[src/rtl/keyscan_pkg.sv]
package keyscan_pkg;

  typedef enum logic [1:0] {
    EV_PRESS   = 2'd0,
    EV_RELEASE = 2'd1,
    EV_AMBIG   = 2'd2,
    EV_MAP     = 2'd3
  } ev_kind_t;

  function automatic int idx_w(input int n);
    return (n > 1) ? $clog2(n) : 1;
  endfunction

endpackage

[src/rtl/keyscan_sync.sv]
module keyscan_sync #(
  parameter int W = 6
) (
  input  logic         clk,
  input  logic         rst_n,
  input  logic [W-1:0] d,
  output logic [W-1:0] q
);
  logic [W-1:0] meta;

  always_ff @(posedge clk or negedge rst_n) begin
    if (!rst_n) begin
      meta <= '1;
      q    <= '1;
    end else begin
      meta <= d;
      q    <= meta;
    end
  end
endmodule

[src/rtl/keyscan_timer.sv]
module keyscan_timer #(
  parameter int CW = 20
) (
  input  logic          clk,
  input  logic          rst_n,
  input  logic          clr,
  input  logic [CW-1:0] limit,
  output logic          done
);
  logic [CW-1:0] cnt;

  always_ff @(posedge clk or negedge rst_n) begin
    if (!rst_n)            cnt <= '0;
    else if (clr)          cnt <= '0;
    else if (cnt < limit)  cnt <= cnt + CW'(1);
  end

  assign done = (cnt >= limit);

  // once the interval has run out it stays out until cleared
  assert_timer_hold_R3: assert property (@(posedge clk) disable iff (!rst_n)
    (done && !clr && $stable(limit)) |=> done);
endmodule

[src/rtl/keyscan_onehot.sv]
module keyscan_onehot #(
  parameter int W  = 6,
  parameter int IW = 3
) (
  input  logic [W-1:0]  vec,
  output logic [IW-1:0] idx,
  output logic          one,
  output logic          none
);
  always_comb begin
    idx = '0;
    for (int i = 0; i < W; i++) begin
      if (vec[i]) idx = IW'(i);
    end
  end

  assign one  = ($countones(vec) == 1);
  assign none = (vec == '0);
endmodule

[src/rtl/keyscan_matrix.sv]
module keyscan_matrix
  import keyscan_pkg::*;
#(
  parameter int ROWS       = 6,
  parameter int COLS       = 6,
  parameter int CNT_W      = 20,
  parameter int PHASE_WAIT = 4,
  localparam int KEYS      = ROWS * COLS,
  localparam int CODE_W    = idx_w(KEYS)
) (
  input  logic              clk,
  input  logic              rst_n,
  input  logic              mode_multi,
  input  logic [CNT_W-1:0]  cfg_settle,
  input  logic [ROWS-1:0]   row_in,
  input  logic [COLS-1:0]   col_in,
  output logic [ROWS-1:0]   row_drive_n,
  output logic [COLS-1:0]   col_drive_n,
  output logic              sleep,
  output logic              out_valid,
  input  logic              out_ready,
  output logic [1:0]        out_kind,
  output logic [CODE_W-1:0] out_code,
  output logic [KEYS-1:0]   out_map
);
  localparam int RW  = idx_w(ROWS);
  localparam int CIW = idx_w(COLS);
  localparam logic [CODE_W:0] KEYS_V = (CODE_W+1)'(KEYS);

  typedef enum logic [2:0] {
    S_IDLE, S_SETTLE, S_RDCOL, S_RDROW, S_ROWSCAN, S_EMIT, S_HOLD, S_EMITREL
  } st_t;

  st_t               state, state_nx;
  logic              multi_q;
  logic [RW-1:0]     row_idx;
  logic [CIW-1:0]    col_idx_q;
  logic              col_one_q;
  ev_kind_t          kind_q;
  logic [CODE_W-1:0] code_q;
  logic [KEYS-1:0]   map_q;

  logic [ROWS-1:0]   row_s, row_low;
  logic [COLS-1:0]   col_s, col_low;
  logic [CIW-1:0]    c_idx;
  logic [RW-1:0]     r_idx;
  logic              c_one, c_none, r_one, r_none;
  logic              t_clr, t_done, row_step;
  logic [CNT_W-1:0]  t_limit;
  logic [KEYS-1:0]   row_bits;
  logic [CODE_W-1:0] key_code;

  keyscan_sync #(.W(ROWS)) u_row_sync (.clk(clk), .rst_n(rst_n), .d(row_in), .q(row_s));
  keyscan_sync #(.W(COLS)) u_col_sync (.clk(clk), .rst_n(rst_n), .d(col_in), .q(col_s));

  assign row_low = ~row_s;
  assign col_low = ~col_s;

  keyscan_onehot #(.W(COLS), .IW(CIW)) u_col_enc (
    .vec(col_low), .idx(c_idx), .one(c_one), .none(c_none));
  keyscan_onehot #(.W(ROWS), .IW(RW)) u_row_enc (
    .vec(row_low), .idx(r_idx), .one(r_one), .none(r_none));

  keyscan_timer #(.CW(CNT_W)) u_timer (
    .clk(clk), .rst_n(rst_n), .clr(t_clr), .limit(t_limit), .done(t_done));

  assign row_bits = KEYS'(col_low) << (int'(row_idx) * COLS);
  assign key_code = CODE_W'(r_idx) * CODE_W'(COLS) + CODE_W'(col_idx_q);

  always_comb begin
    state_nx = state;
    row_step = 1'b0;
    case (state)
      S_IDLE:    if (col_s != '1) state_nx = S_SETTLE;
      S_SETTLE:  if (t_done) state_nx = multi_q ? S_ROWSCAN : S_RDCOL;
      S_RDCOL:   if (t_done) state_nx = c_none ? S_IDLE : S_RDROW;
      S_RDROW:   if (t_done) state_nx = r_none ? S_IDLE : S_EMIT;
      S_ROWSCAN: if (t_done) begin
        if (row_idx == RW'(ROWS-1))
          state_nx = ((map_q | row_bits) != '0) ? S_EMIT : S_IDLE;
        else
          row_step = 1'b1;
      end
      S_EMIT:    if (out_ready) state_nx = S_HOLD;
      S_HOLD:    if (t_done && col_s == '1) state_nx = S_EMITREL;
      S_EMITREL: if (out_ready) state_nx = S_IDLE;
      default:   state_nx = S_IDLE;
    endcase
  end

  assign t_clr   = (state_nx != state) || row_step || (state == S_HOLD && col_s != '1);
  assign t_limit = (state == S_SETTLE || state == S_HOLD) ? cfg_settle : CNT_W'(PHASE_WAIT);

  always_ff @(posedge clk or negedge rst_n) begin
    if (!rst_n) begin
      state     <= S_IDLE;
      multi_q   <= 1'b0;
      row_idx   <= '0;
      col_idx_q <= '0;
      col_one_q <= 1'b0;
      kind_q    <= EV_PRESS;
      code_q    <= '0;
      map_q     <= '0;
    end else begin
      state <= state_nx;
      if (state == S_IDLE && state_nx == S_SETTLE) multi_q <= mode_multi;
      if (state == S_SETTLE && state_nx == S_ROWSCAN) begin
        row_idx <= '0;
        map_q   <= '0;
      end
      if (state == S_RDCOL && t_done) begin
        col_idx_q <= c_idx;
        col_one_q <= c_one;
      end
      if (state == S_RDROW && t_done && !r_none) begin
        if (col_one_q && r_one) begin
          kind_q <= EV_PRESS;
          code_q <= key_code;
          map_q  <= KEYS'(1) << key_code;
        end else begin
          kind_q <= EV_AMBIG;
          code_q <= '0;
          map_q  <= '0;
        end
      end
      if (state == S_ROWSCAN && t_done) begin
        map_q <= map_q | row_bits;
        if (row_step) row_idx <= row_idx + RW'(1);
        if (state_nx == S_EMIT) begin
          kind_q <= EV_MAP;
          code_q <= '0;
        end
      end
    end
  end

  always_comb begin
    row_drive_n = '0;
    col_drive_n = '1;
    case (state)
      S_RDROW: begin
        row_drive_n = '1;
        col_drive_n = '0;
      end
      S_ROWSCAN: row_drive_n = ~(ROWS'(1) << row_idx);
      default: ;
    endcase
  end

  assign sleep     = (state == S_IDLE);
  assign out_valid = (state == S_EMIT) || (state == S_EMITREL);
  assign out_kind  = (state == S_EMITREL) ? EV_RELEASE : kind_q;
  assign out_code  = code_q;
  assign out_map   = (state == S_EMITREL) ? '0 : map_q;

  assert_sleep_lines_R2: assert property (@(posedge clk) disable iff (!rst_n)
    sleep |-> (row_drive_n == '0 && col_drive_n == '1));

  assert_no_cross_drive_R5: assert property (@(posedge clk) disable iff (!rst_n)
    !((row_drive_n != '1) && (col_drive_n != '1)));

  assert_one_row_R8: assert property (@(posedge clk) disable iff (!rst_n)
    (col_drive_n == '1 && row_drive_n != '0) |-> $countones(~row_drive_n) == 1);

  assert_code_range_R4: assert property (@(posedge clk) disable iff (!rst_n)
    (out_valid && out_kind == EV_PRESS) |-> ({1'b0, out_code} < KEYS_V));

  assert_ambig_empty_R6: assert property (@(posedge clk) disable iff (!rst_n)
    (out_valid && out_kind == EV_AMBIG) |-> (out_code == '0 && out_map == '0));

  assert_stall_stable_R10: assert property (@(posedge clk) disable iff (!rst_n)
    (out_valid && !out_ready) |=>
      (out_valid && $stable(out_kind) && $stable(out_code) && $stable(out_map)));
endmodule

[config.mk]
export PLATFORM = sky130hd
export DESIGN_NAME = keyscan_matrix
export DESIGN_NICKNAME = d
export VERILOG_FILES = /design/src/rtl/keyscan_pkg.sv /design/src/rtl/keyscan_sync.sv /design/src/rtl/keyscan_timer.sv /design/src/rtl/keyscan_onehot.sv /design/src/rtl/keyscan_matrix.sv
export SDC_FILE = /design/constraint.sdc
export NUM_CORES = 1
export LEC_CHECK = 0
export BUFFER_PORTS_ARGS = -buffer_cell sky130_fd_sc_hd__buf_2
export CAP_MARGIN = 25
export CORE_MARGIN = 4
export CORE_UTILIZATION = 55
export CTS_BUF_LIST = sky130_fd_sc_hd__clkbuf_4
export CTS_CLUSTER_DIAMETER = 120
export CTS_CLUSTER_SIZE = 24
export DETAILED_ROUTE_END_ITERATION = 10
export GPL_TIMING_DRIVEN = 1
export PLACE_DENSITY = 0.85
export SLEW_MARGIN = 20
export SYNTH_ARGS = -nofsm -noshare
export SYNTH_HDL_FRONTEND = slang
export SYNTH_SLANG_ARGS = --single-unit
[constraint.sdc]
create_clock -name clk -period 4.25 [get_ports clk]
set_clock_uncertainty 0.15 [all_clocks]
set_input_delay 0.425 -clock clk [delete_from_list [all_inputs] [get_ports clk]]
set_output_delay 0.425 -clock clk [all_outputs]
set_load 0.05 [all_outputs]
# Word level (Yosys, flattened, before mapping)
# Index checks and enable logic that the tools add are counted.
op_classes:
  add_sub_neg: 13
  multipliers: 2
  magnitude_cmp: 2
  n_eq_ne: 16
  n_shift: 3
  n_mux: 49
  bitwise: 4
  n_reduce_logical: 20
ops:
  columns: ["cell", "n"]
  rows:
  - ["36-bit two-way mux", 5]
  - ["32-bit adder", 4]
  - ["32-bit by 2-bit == test with 1-bit output (second input constant)", 2]
  - ["20-bit two-way mux", 3]
  - ["3-bit two-way mux", 19]
  - ["36-bit bitwise OR", 1]
  - ["36-bit nonzero test", 1]
  - ["1-bit by 6-bit left shift with 36-bit output (first input constant)", 1]
  - ["6-bit by 6-bit left shift with 36-bit output", 1]
  - ["6-bit two-way mux", 5]
  - ["3-bit one-hot mux with 8 select lines", 1]
  - ["3-bit == test (second input constant)", 7]
  - ["20-bit by 1-bit adder with 20-bit output (second input constant)", 1]
  - ["20-bit greater-or-equal comparator", 1]
  - ["20-bit < comparator", 1]
  - ["2-bit two-way mux", 10]
  - ["6-bit inverter", 3]
  - ["1-bit by 1-bit adder with 2-bit output", 6]
  - ["6-bit zero test", 2]
  - ["6-bit one-hot mux with 2 select lines", 1]
  - ["3-bit by 2-bit multiplier with 5-bit output (second input constant)", 2]
  - ["1-bit logical AND", 9]
  - ["6-bit by 3-bit adder with 6-bit output", 1]
  - ["3-bit by 1-bit == test with 1-bit output (second input constant)", 2]
  - ["other kinds (12)", 20]
word_totals:
  ff_bits: 99
  input_bits: 36
  out_inout_bits: 58
  word_cells: 122

# Depth between registers and ports, before layout
logic_depth:
  ltp_word: 13
  depth_mapped: 17

# Modules after synthesis
# A second synthesis with hierarchy kept.
hier_totals:
  hier_cells: 750
  hier_area_um2: 6861.6
by_module_without_submodules:
  columns: ["module", "n_inst", "cells_each", "area_each_um2", "seq_area_each_um2"]
  rows:
  - ["keyscan_matrix", 1, 498, 4205.3, 1376.3]
  - ["keyscan_timer", 1, 198, 1707.9, 500.5]
  - ["keyscan_sync", 2, 12, 315.3, 315.3]
  - ["keyscan_onehot", 2, 15, 158.9, 0.0]

# Worst setup path after synthesis
# Ideal clock, no wire load.
synth_path:
  path_kind: "register to register"
  start: "reg state[2]"
  end: "reg map_q[7]"
  setup_time_ns: 0.065
  arrival_time_ns: 3.753
  required_time_ns: 4.035
  slack_ns: 0.282
  stages_incl_launch_ff: 16
  n_path_buf: 3
  synth_period_minus_slack_ns: 3.968
  path_cell_list: "dfrtp_1 > clkbuf_1 > clkbuf_1 > nand2_1 > o21ai_0 > clkbuf_1 > nand2_1 > ha_1 > nand4_1 > nor4_1 > nand2_1 > a21oi_1 > nor2_1 > or4_1 > o32ai_1 > o21a_1"
synth_via:
  elab_chain_len: 10
  elab_cells_between_ends: 30
  classes_between: "order compare (1); eq/ne (8); mux (13); reduce/logical (8)"
synth_lines:
  columns: ["item", "line", "rtl"]
  rows:
  - ["from (decl)", "keyscan_matrix.sv:34", "st_t state, state_nx;"]
  - ["from (signal assigned)", "keyscan_matrix.sv:105", "state <= state_nx;"]
  - ["3-bit by 1-bit == test with 1-bit output / 3-bit == test (equally long branches)", "keyscan_matrix.sv:73, keyscan_matrix.sv:92, keyscan_matrix.sv:107", null]
  - ["1-bit logical OR", "keyscan_matrix.sv:92", "assign t_limit = (state == S_SETTLE || state == S_HOLD) ? cfg_settle : CNT_W'(PHASE_WAIT);"]
  - ["20-bit two-way mux", "keyscan_matrix.sv:92", null]
  - ["20-bit greater-or-equal comparator", "keyscan_timer.sv:18", "assign done = (cnt >= limit);"]
  - ["1-bit logical AND", "keyscan_matrix.sv:85", "S_HOLD: if (t_done && col_s == '1) state_nx = S_EMITREL;"]
  - ["3-bit two-way mux", "keyscan_matrix.sv:85", null]
  - ["3-bit one-hot mux with 8 select lines", "keyscan_matrix.sv:73", "case (state)"]
  - ["3-bit == test", "keyscan_matrix.sv:107", "if (state == S_SETTLE && state_nx == S_ROWSCAN) begin"]
  - ["1-bit logical AND", "keyscan_matrix.sv:107", null]
  - ["3-bit nonzero test (no source line)", null, null]
  - ["to (signal assigned)", "keyscan_matrix.sv:119", "map_q <= KEYS'(1) << key_code;"]
  - ["to (signal assigned)", "keyscan_matrix.sv:127", "map_q <= map_q | row_bits;"]
  - ["to (decl)", "keyscan_matrix.sv:41", "logic [KEYS-1:0] map_q;"]
# Several ways; a longest one is shown, not always the timed one.
# A chain may end at the register's enable or synchronous reset.

# Worst setup path in the final report
layout_path:
  start: "reg state[2]"
  end: "reg u_timer.cnt[8]"
layout_via:
  elab_chain_len: 11
  elab_cells_between_ends: 31
  classes_between: "order compare (2); eq/ne (8); mux (14); reduce/logical (7)"
layout_lines:
  columns: ["item", "line", "rtl"]
  rows:
  - ["3-bit by 1-bit == test with 1-bit output / 3-bit == test (equally long branches)", "keyscan_matrix.sv:73, keyscan_matrix.sv:92, keyscan_matrix.sv:91", null]
  - ["1-bit logical OR", "keyscan_matrix.sv:92", null]
  - ["20-bit two-way mux", "keyscan_matrix.sv:92", null]
  - ["20-bit greater-or-equal comparator", "keyscan_timer.sv:18", null]
  - ["1-bit logical AND", "keyscan_matrix.sv:85", null]
  - ["3-bit two-way mux", "keyscan_matrix.sv:85", null]
  - ["3-bit one-hot mux with 8 select lines", "keyscan_matrix.sv:73", null]
  - ["3-bit != test", "keyscan_matrix.sv:91", "assign t_clr = (state_nx != state) || row_step || (state == S_HOLD && col_s != '1);"]
  - ["1-bit logical OR (2 in a row)", "keyscan_matrix.sv:91", null]
  - ["20-bit two-way mux / 2-bit nonzero test (equally long branches)", null, null]
  - ["to (signal assigned)", "keyscan_timer.sv:15", "else if (cnt < limit) cnt <= cnt + CW'(1);"]
  - ["to (decl)", "keyscan_timer.sv:10", "logic [CW-1:0] cnt;"]
# Several ways; a longest one is shown, not always the timed one.

==> out/metrics.csv <==
metric;value;unit
status;finished, final reports clean;
Hold Fails Final Rpt;0;
register area;2510;sq um
Core Area;12200;sq um
routed len/inst;17.6;um
Root Buffer;clkbuf_4;
vias in the first global route;6164;
clock sinks;99;
Worst Hold Class;input port to async pin;
CTS tree;yes;
Fin Hold WS;175;ps
DRT Wirelength;18700;um
CP endpoint kind;register;
crit path DAT;4160;ps
All-Layer GR Usage;0.261;
fmax;256;MHz
crit path capture;u_timer.cnt[8];
remaining global-route overflow;0;
CP Launch Type;register;
detailed-route via count;6365;
dpl cells;1031;
fraction of layout cells with a size suffix above 1;0.201;
initial cell density of the core;0.569;
warnings from Yosys;0;
die height;120;um
Reg2Reg Depth;15;
DR DRC count;0;
number of buffers created by CTS;9;
Layout Nets;978;
DP HPWL;13900;um
CTS clk-pin slew, worst paths;170;ps
Avg Cell Area, Syn;8.76;sq um
Placer Congestion;0.967;
sequential cell area fraction in the yosys report;0.363;
final non-filler cell total;1063;
Leak Pwr;3.68;nW
clk buf depth;2;
Final Max Slew Viols;0;
Tmin final;3900;ps
Post-synth EDFFs;0;
Syn Std Cell Area;6920;sq um
slew at the pin with the worst max-slew slack;793;ps
critical path required time;4510;ps
total power;0.00310;W
power per cell area;393;nW/um^2
Syn Inst Count;789;
crit-path max FO;20;
P&R area growth vs syn;14.0;%
synth unique cells;63;
setup TNS;0;ps
area of the multi-input gates;4070;sq um
Rel. slew slack;0.468;
full die area;14400;sq um
buffers added on ports;93;
initial drt markers;740;
maximum vdd drop;0.265;mV
Clk Latency, worst-skew pair;520;ps
flop2flop setup slack;350;ps
Async S/R FF share, synth;1.00;
initial antenna violation count;1;
Post-DRT Antenna Nets;0;
post-synth top area cell;dfrtp_1;
Row Count;40;
Max Cap Viol;0;
Max H-tree Level;3;
DRT Pass-1 Iters;6;
number of setup violations in the final report;0;
ys flop type;dfrtp_1;
RR Startpoint;state[2];
Synth Net Count;878;
Area contributors post-synth;dfrtp_1 (27%), dfstp_2 (9.1%), ha_1 (8.3%);
critical path type;register to register;
first-pass GRT wire length;30200;um
Seq cells post-synth;99;
Vias/cell;5.99;
Yosys top cell area share;0.271;
reg2reg end;u_timer.cnt[8];
I/O Pins;94;
final worst-path cycle share;0.918;
Crit. Startpoint;state[2];
largest net degree at the start of global routing;75;
fin util;0.648;
die width;120;um
Filler Cell Count;1067;
## synth_stat cells (all sizes together) (12+ instances only)
cell type / count
nor4: 20
inv: 43
nand4: 12
nor3: 31
buf: 13
xnor2: 16
o21ai: 44
clkbuf: 30
xor2: 13
a21oi: 39
and4b: 21
nand3: 27
nor2: 53
ha: 46
nand2: 82
and2: 41
dfstp: 24
nand2b: 12
dfrtp: 75
## kinds of logic (layout without fill, tap and decap cells)
group | after synthesis | count (layout) | share of synthesized area
AO/OA/AOI/OAI | 163 | 163 | 0.150
XOR/XNOR | 29 | 29 | 0.0405
adder cells (fa/ha/maj) | 53 | 53 | 0.103
buffers and inverters | 86 | 191 | 0.0512
flip-flops | 99 | 99 | 0.363
multiplexers | 9 | 9 | 0.0145
other | 0 | 1 | 0
AND/OR/NAND/NOR | 350 | 350 | 0.278
## placed cells by master, fill, tap and decap left out, types with 4 or more instances in the layout
cell type / count
xor2_1: 12
nand2_1: 82
nand3_1: 26
dfstp_2: 24
o32ai_1: 7
xnor2_1: 15
o21ai_1: 5
buf_2: 92
a32oi_1: 4
and2_1: 41
nor2_1: 51
and4b_1: 21
o22a_1: 4
ha_1: 46
a21oi_1: 38
nor4_1: 19
fa_1: 7
mux2_2: 8
inv_1: 43
or4_1: 5
a21o_1: 5
o21a_1: 11
o22ai_1: 11
nand2b_1: 12
and3_1: 10
a31oi_1: 5
or3_1: 10
dfrtp_1: 75
nand4_1: 12
a22oi_1: 11
nor3_1: 30
buf_4: 25
clkbuf_4: 9
dlygate4sd3_1: 14
o21ai_0: 39
nor2b_1: 9
## cell type report
class | count | share of cell area
well taps | 168 | 0.0267
clock buffers | 9 | 0.00857
flip-flops and latches | 99 | 0.318
repair buffers | 132 | 0.104
clock inverters | 7 | 0.00619
diodes | 1 | 0.000318
inverters | 43 | 0.0205
multi-input cells | 604 | 0.516
## per-layer routing
metal,global-route usage,share of wire,wire [um],vias up
li1,-,-,-,3016
met1,0.341,0.42,7850,2982
met2,0.412,0.46,8570,315
met3,0.0669,0.089,1660,52
met4,0.108,0.033,623,0
met5,0,0,0,-
## state kept, by name, indices dropped and copies added (netlist names)
name	flops
map_q	36
u_timer.cnt	20
out_code	6
u_col_sync.meta	6
u_col_sync.q	6
u_row_sync.meta	6
u_row_sync.q	6
col_idx_q	3
row_idx	3
state	3
kind_q	2
col_one_q	1
multi_q	1
## critical path, cell delays in order (launching register included)
cell	delay, ps
dfrtp_1	450
nor2_1	130
nand2_1	60
o21ai_1	80
buf_4	250
nand2_1	90
ha_1	320
nand4_1	150
nor4_1	390
nand2_1	140
a21oi_1	320
o21ai_1	240
buf_4	250
o32ai_1	270
buf_4	280
and4b_1	220
## power breakdown
| group | total, W | switching, W | internal, W |
|---|---|---|---|
| Sequential | 0.00116 | 0.000105 | 0.00105 |
| Combinational | 0.00147 | 0.000994 | 0.000477 |
| Clock | 0.000475 | 0.000349 | 0.000126 |
## through the flow
step | setup WS, ps | area [sq um]
2_1_floorplan | 282 | 6920
3_3_place_gp | 399 | 7580
3_5_place_dp | 282 | 7580
4_1_cts | 257 | 7840
5_1_grt | -19.0 | 7880
6_report | 347 | 7880
## worst min-delay path by stage
stage,from,end,depth (start not counted)
3_3_place_gp,u_row_sync.meta[3],u_row_sync.q[3],0
5_1_grt,rst_n,map_q[19],2
2_1_floorplan,rst_n,col_idx_q[0],0
3_5_place_dp,u_row_sync.meta[2],u_row_sync.q[2],0
4_1_cts,out_ready,state[1],4
6_report,rst_n,map_q[19],2
## what timing repair did
action	CTS	global route
gates resized for setup	0	1
hold buffers	14	0
endpoints found under the setup margin	0	20
hold endpoints to repair	62	0
buffers inserted	0	0
No activity file was read; power rests on OpenSTA's default activity.
